### config.mk
export PLATFORM = sky130hd
export DESIGN_NAME = codec_rst_seq
export DESIGN_NICKNAME = d
export VERILOG_FILES = /design/src/rtl/crs_pkg.sv /design/src/rtl/crs_sync.sv /design/src/rtl/crs_ms_timer.sv /design/src/rtl/crs_seq_fsm.sv /design/src/rtl/codec_rst_seq.sv
export SDC_FILE = /design/constraint.sdc
export NUM_CORES = 1
export LEC_CHECK = 0
export BUFFER_PORTS_ARGS = -buffer_cell sky130_fd_sc_hd__buf_2
export CAP_MARGIN = 20
export CORE_ASPECT_RATIO = 0.8
export CORE_MARGIN = 3
export CORE_UTILIZATION = 60
export DETAILED_ROUTE_END_ITERATION = 7
export PLACE_DENSITY_LB_ADDON = 0.3
export SETUP_SLACK_MARGIN = 0.3
export SLEW_MARGIN = 20
export SYNTH_ARGS = -nofsm -noshare
export SYNTH_HDL_FRONTEND = slang
export SYNTH_SLANG_ARGS = --single-unit
### constraint.sdc
create_clock -name clk_i -period 2.4 [get_ports clk_i]
set_input_delay 0.24 -clock clk_i [delete_from_list [all_inputs] [get_ports clk_i]]
set_output_delay 0.24 -clock clk_i [all_outputs]
set_load 0.1 [all_outputs]
### src/rtl/crs_pkg.sv
package crs_pkg;

  typedef enum logic [2:0] {
    ST_OFF      = 3'd0,
    ST_SETTLE   = 3'd1,
    ST_LOCK     = 3'd2,
    ST_READY    = 3'd3,
    ST_HALT_RST = 3'd4,
    ST_HALTED   = 3'd5,
    ST_RESUME   = 3'd6
  } crs_state_e;

  typedef struct packed {
    logic init_rst_n;
    logic sys_rst_n;
    logic ready;
    logic stop_ok;
  } crs_pins_t;

  function automatic crs_pins_t crs_decode(crs_state_e st);
    crs_pins_t p;
    p = '0;
    case (st)
      ST_LOCK:     p.init_rst_n = 1'b1;
      ST_READY:    begin
                     p.init_rst_n = 1'b1;
                     p.sys_rst_n  = 1'b1;
                     p.ready      = 1'b1;
                   end
      ST_HALT_RST: p.init_rst_n = 1'b1;
      ST_HALTED:   begin
                     p.init_rst_n = 1'b1;
                     p.stop_ok    = 1'b1;
                   end
      ST_RESUME:   p.init_rst_n = 1'b1;
      default:     p = '0;
    endcase
    return p;
  endfunction

endpackage

### src/rtl/crs_sync.sv
module crs_sync #(
  parameter int W = 1
) (
  input  logic         clk_i,
  input  logic         rst_ni,
  input  logic [W-1:0] d_i,
  output logic [W-1:0] q_o
);

  for (genvar b = 0; b < W; b++) begin : g_bit
    logic meta_q;
    logic sync_q;

    always_ff @(posedge clk_i or negedge rst_ni) begin
      if (!rst_ni) begin
        meta_q <= 1'b0;
        sync_q <= 1'b0;
      end else begin
        meta_q <= d_i[b];
        sync_q <= meta_q;
      end
    end

    assign q_o[b] = sync_q;
  end

endmodule

### src/rtl/crs_ms_timer.sv
module crs_ms_timer #(
  parameter int CYC_PER_MS = 100000,
  parameter int MS_W       = 5,
  localparam int PRE_W     = $clog2(CYC_PER_MS + 1)
) (
  input  logic            clk_i,
  input  logic            rst_ni,
  input  logic            clr_i,
  input  logic            run_i,
  output logic            tick_o,
  output logic [MS_W-1:0] ms_o
);

  localparam logic [PRE_W-1:0] PRE_LAST = PRE_W'(CYC_PER_MS - 1);

  logic [PRE_W-1:0] pre_q, pre_n;
  logic [MS_W-1:0]  ms_q,  ms_n;
  logic             wrap;

  assign wrap = (pre_q == PRE_LAST);

  always_comb begin
    pre_n = pre_q;
    ms_n  = ms_q;
    if (clr_i) begin
      pre_n = '0;
      ms_n  = '0;
    end else if (run_i) begin
      if (wrap) begin
        pre_n = '0;
        ms_n  = ms_q + 1'b1;
      end else begin
        pre_n = pre_q + 1'b1;
      end
    end
  end

  always_ff @(posedge clk_i or negedge rst_ni) begin
    if (!rst_ni) begin
      pre_q <= '0;
      ms_q  <= '0;
    end else begin
      pre_q <= pre_n;
      ms_q  <= ms_n;
    end
  end

  assign tick_o = run_i && wrap;
  assign ms_o   = ms_q;

endmodule

### src/rtl/crs_seq_fsm.sv
module crs_seq_fsm
  import crs_pkg::*;
#(
  parameter int SETTLE_MS     = 5,
  parameter int LOCK_SHORT_MS = 15,
  parameter int LOCK_LONG_MS  = 22,
  parameter int CLKOUT_MS     = 12,
  parameter int MS_W          = 5
) (
  input  logic            clk_i,
  input  logic            rst_ni,
  input  logic            pwr_ok_i,
  input  logic [1:0]      clk_sel_i,
  input  logic            stop_req_i,
  input  logic            tick_i,
  input  logic [MS_W-1:0] ms_i,
  output logic            timer_clr_o,
  output logic            timer_run_o,
  output logic            init_rst_no,
  output logic            sys_rst_no,
  output logic            ready_o,
  output logic            clkout_ok_o,
  output logic            stop_ok_o
);

  localparam logic [MS_W-1:0] SETTLE_LAST = MS_W'(SETTLE_MS - 1);
  localparam logic [MS_W-1:0] SHORT_LAST  = MS_W'(LOCK_SHORT_MS - 1);
  localparam logic [MS_W-1:0] LONG_LAST   = MS_W'(LOCK_LONG_MS - 1);
  localparam logic [MS_W-1:0] CLKOUT_LAST = MS_W'(CLKOUT_MS - 1);

  crs_state_e      state_q, state_n;
  logic [1:0]      sel_q, sel_n;
  logic            sel_en;
  logic            clkout_q, clkout_n;
  crs_pins_t       pins_q, pins_n;
  logic [MS_W-1:0] tgt_last;
  logic            wait_done;

  // Deadline of the timed state currently active
  always_comb begin
    tgt_last = SETTLE_LAST;
    if (state_q == ST_LOCK) begin
      tgt_last = (sel_q == 2'd0) ? SHORT_LAST : LONG_LAST;
    end
  end

  assign wait_done = tick_i && (ms_i == tgt_last);

  // Next-state logic; power loss overrides every other transition
  always_comb begin
    state_n = state_q;
    if (!pwr_ok_i) begin
      state_n = ST_OFF;
    end else begin
      case (state_q)
        ST_OFF:      state_n = ST_SETTLE;
        ST_SETTLE:   if (wait_done) state_n = ST_LOCK;
        ST_LOCK:     if (wait_done) state_n = stop_req_i ? ST_HALTED : ST_READY;
        ST_READY:    if (stop_req_i) state_n = ST_HALT_RST;
        ST_HALT_RST: state_n = ST_HALTED;
        ST_HALTED:   if (!stop_req_i) state_n = ST_RESUME;
        ST_RESUME:   state_n = stop_req_i ? ST_HALTED : ST_READY;
        default:     state_n = ST_OFF;
      endcase
    end
  end

  assign timer_clr_o = (state_n != state_q);
  assign timer_run_o = (state_q == ST_SETTLE) || (state_q == ST_LOCK);

  // Clock-select capture at the initialization-reset release
  assign sel_en = (state_q == ST_SETTLE) && (state_n == ST_LOCK);
  assign sel_n  = sel_en ? clk_sel_i : sel_q;

  // Clock-output-started flag
  always_comb begin
    clkout_n = clkout_q;
    if (state_n == ST_OFF) begin
      clkout_n = 1'b0;
    end else if ((state_q == ST_LOCK) && tick_i && (ms_i == CLKOUT_LAST)) begin
      clkout_n = 1'b1;
    end
  end

  assign pins_n = crs_decode(state_n);

  always_ff @(posedge clk_i or negedge rst_ni) begin
    if (!rst_ni) begin
      state_q  <= ST_OFF;
      sel_q    <= 2'd0;
      clkout_q <= 1'b0;
      pins_q   <= '0;
    end else begin
      state_q  <= state_n;
      sel_q    <= sel_n;
      clkout_q <= clkout_n;
      pins_q   <= pins_n;
    end
  end

  assign init_rst_no = pins_q.init_rst_n;
  assign sys_rst_no  = pins_q.sys_rst_n;
  assign ready_o     = pins_q.ready;
  assign stop_ok_o   = pins_q.stop_ok;
  assign clkout_ok_o = clkout_q;

  // Reset ordering
  assert_sys_needs_init_R5: assert property (@(posedge clk_i) disable iff (!rst_ni)
    pins_q.sys_rst_n |-> pins_q.init_rst_n);

  assert_ready_implies_sys_R4: assert property (@(posedge clk_i) disable iff (!rst_ni)
    pins_q.ready |-> pins_q.sys_rst_n);

  // Clock gating only under system reset
  assert_stop_only_in_reset_R7: assert property (@(posedge clk_i) disable iff (!rst_ni)
    pins_q.stop_ok |-> !pins_q.sys_rst_n);

  assert_release_after_ungate_R7: assert property (@(posedge clk_i) disable iff (!rst_ni)
    $rose(pins_q.sys_rst_n) |-> !$past(pins_q.stop_ok));

  // Power loss
  assert_power_loss_R10: assert property (@(posedge clk_i) disable iff (!rst_ni)
    !pwr_ok_i |=> (!pins_q.init_rst_n && !pins_q.sys_rst_n && !clkout_q));

  assert_init_fall_power_R9: assert property (@(posedge clk_i) disable iff (!rst_ni)
    $fell(pins_q.init_rst_n) |-> !$past(pwr_ok_i));

endmodule

### src/rtl/codec_rst_seq.sv
module codec_rst_seq #(
  parameter int CLK_HZ        = 100_000_000,
  parameter int SETTLE_MS     = 5,
  parameter int LOCK_SHORT_MS = 15,
  parameter int LOCK_LONG_MS  = 22,
  parameter int CLKOUT_MS     = 12
) (
  input  logic       clk_i,
  input  logic       rst_ni,
  input  logic       pwr_good_i,
  input  logic [1:0] clk_sel_i,
  input  logic       clk_stop_req_i,
  output logic       init_rst_no,
  output logic       sys_rst_no,
  output logic       ready_o,
  output logic       clkout_ok_o,
  output logic       clk_stop_ok_o
);

  localparam int CYC_PER_MS = (CLK_HZ / 1000 < 1) ? 1 : CLK_HZ / 1000;
  localparam int MAX_A      = (SETTLE_MS > LOCK_LONG_MS) ? SETTLE_MS : LOCK_LONG_MS;
  localparam int MAX_MS     = (MAX_A > LOCK_SHORT_MS) ? MAX_A : LOCK_SHORT_MS;
  localparam int MS_W       = $clog2(MAX_MS + 2);

  logic            pwr_ok;
  logic            timer_clr;
  logic            timer_run;
  logic            tick;
  logic [MS_W-1:0] ms_cnt;

  crs_sync #(.W(1)) u_pwr_sync (
    .clk_i  (clk_i),
    .rst_ni (rst_ni),
    .d_i    (pwr_good_i),
    .q_o    (pwr_ok)
  );

  crs_ms_timer #(
    .CYC_PER_MS (CYC_PER_MS),
    .MS_W       (MS_W)
  ) u_timer (
    .clk_i  (clk_i),
    .rst_ni (rst_ni),
    .clr_i  (timer_clr),
    .run_i  (timer_run),
    .tick_o (tick),
    .ms_o   (ms_cnt)
  );

  crs_seq_fsm #(
    .SETTLE_MS     (SETTLE_MS),
    .LOCK_SHORT_MS (LOCK_SHORT_MS),
    .LOCK_LONG_MS  (LOCK_LONG_MS),
    .CLKOUT_MS     (CLKOUT_MS),
    .MS_W          (MS_W)
  ) u_fsm (
    .clk_i       (clk_i),
    .rst_ni      (rst_ni),
    .pwr_ok_i    (pwr_ok),
    .clk_sel_i   (clk_sel_i),
    .stop_req_i  (clk_stop_req_i),
    .tick_i      (tick),
    .ms_i        (ms_cnt),
    .timer_clr_o (timer_clr),
    .timer_run_o (timer_run),
    .init_rst_no (init_rst_no),
    .sys_rst_no  (sys_rst_no),
    .ready_o     (ready_o),
    .clkout_ok_o (clkout_ok_o),
    .stop_ok_o   (clk_stop_ok_o)
  );

endmodule

## After elaboration in Yosys (flattened, before gate mapping)

Index checks and enable logic that the tools add are counted.

- Register bits after elaboration: 34
- Bits in latches: 0
- Memory bits (writable): 0
- Bits in read-only memories: 0
- Input bits: 6
- Output and inout port bits: 5
- Logic and storage cells: 62
- Memories kept: 0

- $add $sub $neg: 2
- $mul: 0
- Divide/modulo/power cells: 0
- Magnitude comparators: 0
- Eq/ne operators: 15
- Shift operators: 0
- Mux-type cells: 20
- Bitwise gates (word level): 0
- Reduce and logical (&&, ||, !) cells: 14

Operators with widths:

| kind | number |
|---|---|
| 2-to-1 mux 17 bit | 3 |
| 2-to-1 mux 5 bit | 5 |
| one-hot mux 3 bit (7 select lines) | 1 |
| equality test 3 bit (second input constant) | 6 |
| 2-to-1 mux 3 bit | 6 |
| adder 17 x 1 -> 17 bit (second input constant) | 1 |
| equality test 17 bit (second input constant) | 1 |
| equality test 3 x 2 -> 1 bit (second input constant) | 4 |
| zero test 3 bit | 2 |
| nonzero test 2 bit | 3 |
| adder 5 x 1 -> 5 bit (second input constant) | 1 |
| equality test 5 x 4 -> 1 bit (second input constant) | 1 |
| equality test 5 bit | 1 |
| logical AND 1 bit | 5 |
| OR reduction 5 bit | 1 |
| 2-to-1 mux 1 bit | 4 |
| equality test 3 x 1 -> 1 bit (second input constant) | 1 |
| != test 3 bit | 1 |
| zero test 2 bit | 1 |
| 2-to-1 mux 2 bit | 1 |
| AND reduction 2 bit | 1 |
| logical OR 1 bit | 1 |

## Depth between registers and ports, before layout

- Depth in word-level cells: 11
- Depth in mapped cells: 8
- Mapped depth without buffers: 7

## Modules after synthesis

A second synthesis with hierarchy kept.

- Cell total of the unflattened synthesis: 203
- Area, all modules: 1935.6 um^2

By module, submodules not included:

| module | times used | cells each | area each (um^2) | seq. area each (um^2) |
|---|---|---|---|---|
| crs_ms_timer | 1 | 129 | 1221.2 | 550.5 |
| crs_seq_fsm | 1 | 72 | 664.4 | 225.2 |
| crs_sync | 1 | 2 | 50.0 | 50.0 |

## Least setup slack after synthesis

OpenSTA, ideal clock, no wires.

- Path type: reg2reg
- Start: register u_fsm.state_q[1]
- End: register u_fsm.sel_q[0]
- Setup time: 0.125 ns
- Data arrival time: 1.817 ns
- Data required time: 2.275 ns
- Setup slack: 0.459 ns
- Stages on the path, launching flop included: 8
- Path buffers: 1
- Clock period less this slack: 1.941 ns
- Path through: dfrtp_1 > buf_6 > nor3b_4 > or3_1 > a211oi_2 > o211ai_2 > nor4_2 > mux2_2

- Longest elaborated chain between the ends: 9
- Elaborated cells between the ends (all ways): 20
- Those cells by class: eq/ne (8); mux (7); reduce/logical (5)

Ends and longest elaborated chain:

| element | RTL line | text |
|---|---|---|
| from (decl) | crs_seq_fsm.sv:31 | `crs_state_e state_q, state_n;` |
| from (signal assigned) | crs_seq_fsm.sv:94 | `state_q <= state_n;` |
| equality test 3 x 2 -> 1 bit or equality test 3 x 1 -> 1 bit (tied branches) | -- |  |
| 2-to-1 mux 5 bit or logical OR 1 bit (tied branches) | crs_seq_fsm.sv:42, crs_seq_fsm.sv:69 |  |
| equality test 5 bit or logical AND 1 bit (tied branches) | crs_seq_fsm.sv:47, crs_ms_timer.sv:48 |  |
| logical AND 1 bit | crs_seq_fsm.sv:47 | `assign wait_done = tick_i && (ms_i == tgt_last);` |
| 2-to-1 mux 3 bit (on tied branches) | crs_seq_fsm.sv:58, crs_seq_fsm.sv:57 |  |
| one-hot mux 3 bit (7 select lines) | crs_seq_fsm.sv:55 | `case (state_q)` |
| 2-to-1 mux 3 bit | crs_seq_fsm.sv:52 | `if (!pwr_ok_i) begin` |
| equality test 3 x 2 -> 1 bit | crs_seq_fsm.sv:72 | `assign sel_en = (state_q == ST_SETTLE) && (state_n == ST_LOCK);` |
| logical AND 1 bit * | crs_seq_fsm.sv:72 |  |
| to (signal assigned) | crs_seq_fsm.sv:95 | `sel_q <= sel_n;` |
| to (decl) | crs_seq_fsm.sv:32 | `logic [1:0] sel_q, sel_n;` |

Every way passes the cells marked *; elsewhere a longest branch is shown, timed or not.
A chain may end at the register's enable or synchronous reset.

## Worst setup path in the final report

- Start: register u_fsm.state_q[0]
- End: register u_fsm.sel_q[0]

The elaborated chain is that of the path after synthesis.

==> reports/metrics.cfg <==
[outcome]
status=completed

[setup_path]
max_stage_delay_ns=0.47
crit_arrival_ns=2.28
critPathKind=flop to flop
cp_slowest_cell=dfrtp_2
start_kind=flop
path_max_fanout=7
required_ns=2.57
worst_setup_path_end_kind=flop
crit_chain=nor3b_4 > nand4_1 > a211oi_2 > o211ai_2 > nor4_4 > mux2_2

[power_and_ir_drop]
vdd_drop_max_mv=0.420
p_leak_nw=0.971
power_density_nw_per_um2=580

[place]
place.port_buffers=10
gp_routability_congestion=0.855
dp_hpwl_mm=2.92

[clocking]
root_buffer=clkbuf_8
cts_tree=done
numCtsBuffers=5
clk_pin_slew_ns=0.07
max-clock-path-buffers=2
ctsHtreeMaxLevel=2
insertion_delay_ns=0.29
clock_sinks=33

[global_routing]
antenna_found_initial=0
grt-ovfl-total=0
grt_max_degree=34
grt_pass1_wl_mm=7.51
track_usage_pct=25.6
grt_pass1_vias=1638

[sta]
period_needed_ns=2.11
worst_slew_pin_slew_ns=0.739
skew_ns=0.00591
fmax_ghz=0.475
timing.hold.ws_ns=0.0122
final_hold_viol_count=0
period_share_pct=87.8
relSlewSlack_pct=50.7
tns_ns=0
setup_viol=0
drv_slew=0
rsz0062_at_grt=yes

[yosys]
yosys.cell_types.count=48
synth.cell_area_sq_um=1900
synth_commonest_cells=dfrtp_1 (33), nand2_1 (25), nor2_1 (24), o21ai_0 (18), nand3_1 (15)
synth.area.top_cells=dfrtp_1 (44%), nand2_1 (4.9%), o21ai_0 (4.7%)
syn-num-nets=217
synth_top_area_share_pct=43.5
synth_edf_count=0
synth_area_per_cell_sq_um=9.08
ys_seq_area_share_pct=43.5
synthFlopType=dfrtp_1
synth_async_sr_flop_share_pct=100
yosysTopAreaCell=dfrtp_1
yosysMostFrequentCell=dfrtp_1
yosys_warnings=0
syn_inst=209
synth-seq-cells=33

[hold_path]
hold_class=input port to async pin

[floorplan]
core-area_sq_um=2890
rows=17
dieWidth_microns=68.9
io_pins=11
fp.dieArea_sq_um=3880
die_y_microns=56.3
start_util_pct=65.6

[final_layout]
nets=238
syn_to_final_growth_pct=15.4
final_util_pct=75.7
fillers=204
multiInputGateArea_sq_um=1000
ff_latch_area_sq_um=830
final_layout_size_suffix_gt1_share_pct=21.6
diodes=0

[job]
cap_violations=0

[drt]
vias_per_cell=6.45
ant_nets=0
vias=1735
first_pass_iters=5
finalWirelength_mm=4.70
drcViolationCount=0
drt_iter0_markers=242
wl_per_cell_microns=17.5

-- repair_timing --
action | CTS | global route
endpoints found under the setup margin | 8 | 22
endpoints found under the hold margin | 0 | 0
pin swaps | 2 | 1
resized for setup | 2 | 4
hold buffers | 0 | 0
setup buffers | 5 | 5
-- logic make-up (layout without fill, tap and decap cells) --
family | after synthesis | in the layout | synth area share [%]
xor gates and xnor gates | 4 | 4 | 1.85
muxes | 4 | 4 | 2.24
and+or+nand+nor | 102 | 102 | 28.6
buffers and inverters | 14 | 36 | 4.22
AOI/OAI and AO/OA | 50 | 50 | 18.2
DFF | 33 | 33 | 43.5
adders and majority gates | 2 | 2 | 1.32
-- where the power goes --
part           switching (mW)  total, mW  internal, mW
Combinational          0.0526     0.0772        0.0246
Sequential            0.00969      0.572         0.562
Clock                   0.209      0.622         0.412
-- layout by cell type (no fill, tap or decap), types with 5 or more instances in the layout --
master	n
dfrtp_1	30
nand2_1	25
nor2_1	24
o21ai_0	18
nand3_1	15
buf_4	15
buf_2	10
nand4_1	8
a21oi_1	8
or3_1	6
nand2b_1	5
o31ai_1	5
clkbuf_8	5
-- sequential cells by signal (all words and copies together), names as in the netlist --
signal and flops:
u_timer.pre_q 17, u_timer.ms_o 5, u_fsm.state_q 3, u_fsm.sel_q 2, u_fsm.clkout_ok_o 1, u_fsm.init_rst_no 1, u_fsm.ready_o 1, u_fsm.stop_ok_o 1
u_pwr_sync.g_bit.meta_q 1, u_pwr_sync.q_o 1
-- layer usage --
layer	up-vias	GRT usage (%)	part of all wire (%)
met5	-	0	0
met4	0	8.06	1.9
met3	11	5.80	7.1
met2	80	39.3	48
met1	842	35.5	43
li1	802	-	-
-- critical path, delay by kind of cell, from the launching register on --
kind / cells / cell delay (ns)
compound gates: 2 / 0.43
flops: 1 / 0.47
mux: 1 / 0.38
simple gates: 3 / 0.70
-- path summary, 6_finish.rpt --
kind	from	to	slack, ns	depth (start not counted)
setup reg to reg	u_fsm.state_q[0]	u_fsm.sel_q[0]	0.29	6
hold / removal	rst_ni	u_fsm.stop_ok_o	0.01	1
max in group asynchronous	rst_ni	u_fsm.state_q[0]	1.88	1
setup / recovery	u_fsm.state_q[0]	u_fsm.sel_q[0]	0.29	6
min in group clk_i	pwr_good_i	u_pwr_sync.g_bit[0].meta_q	0.06	1
hold reg to reg	u_pwr_sync.g_bit[0].meta_q	u_pwr_sync.q_o	0.36	0
-- stage by stage --
| step | setup slack, ns | instance area, sq um | power, mW | std cells |
|---|---|---|---|---|
| after global placement | 0.323 | 1960 | 0.645 | 251 |
| after floorplan | 0.459 | 1900 | 0.618 | 209 |
| after global routing | 0.199 | 2190 | 1.32 | 269 |
| final | 0.293 | 2190 | 1.27 | 269 |
| after detailed placement | 0.191 | 1960 | 0.648 | 251 |
| after CTS | 0.301 | 2140 | 1.27 | 264 |
-- final cells by class --
class / instances / area share [%]
Clock buffer: 5 / 3.14
Clock inverter: 3 / 2.97
Inverter: 3 / 0.514
Multi-Input combinational cell: 162 / 45.9
Sequential cell: 33 / 37.9
Tap cell: 38 / 2.17
Timing Repair Buffer: 25 / 7.43
Note: power is estimated with default switching activity, not from simulation.
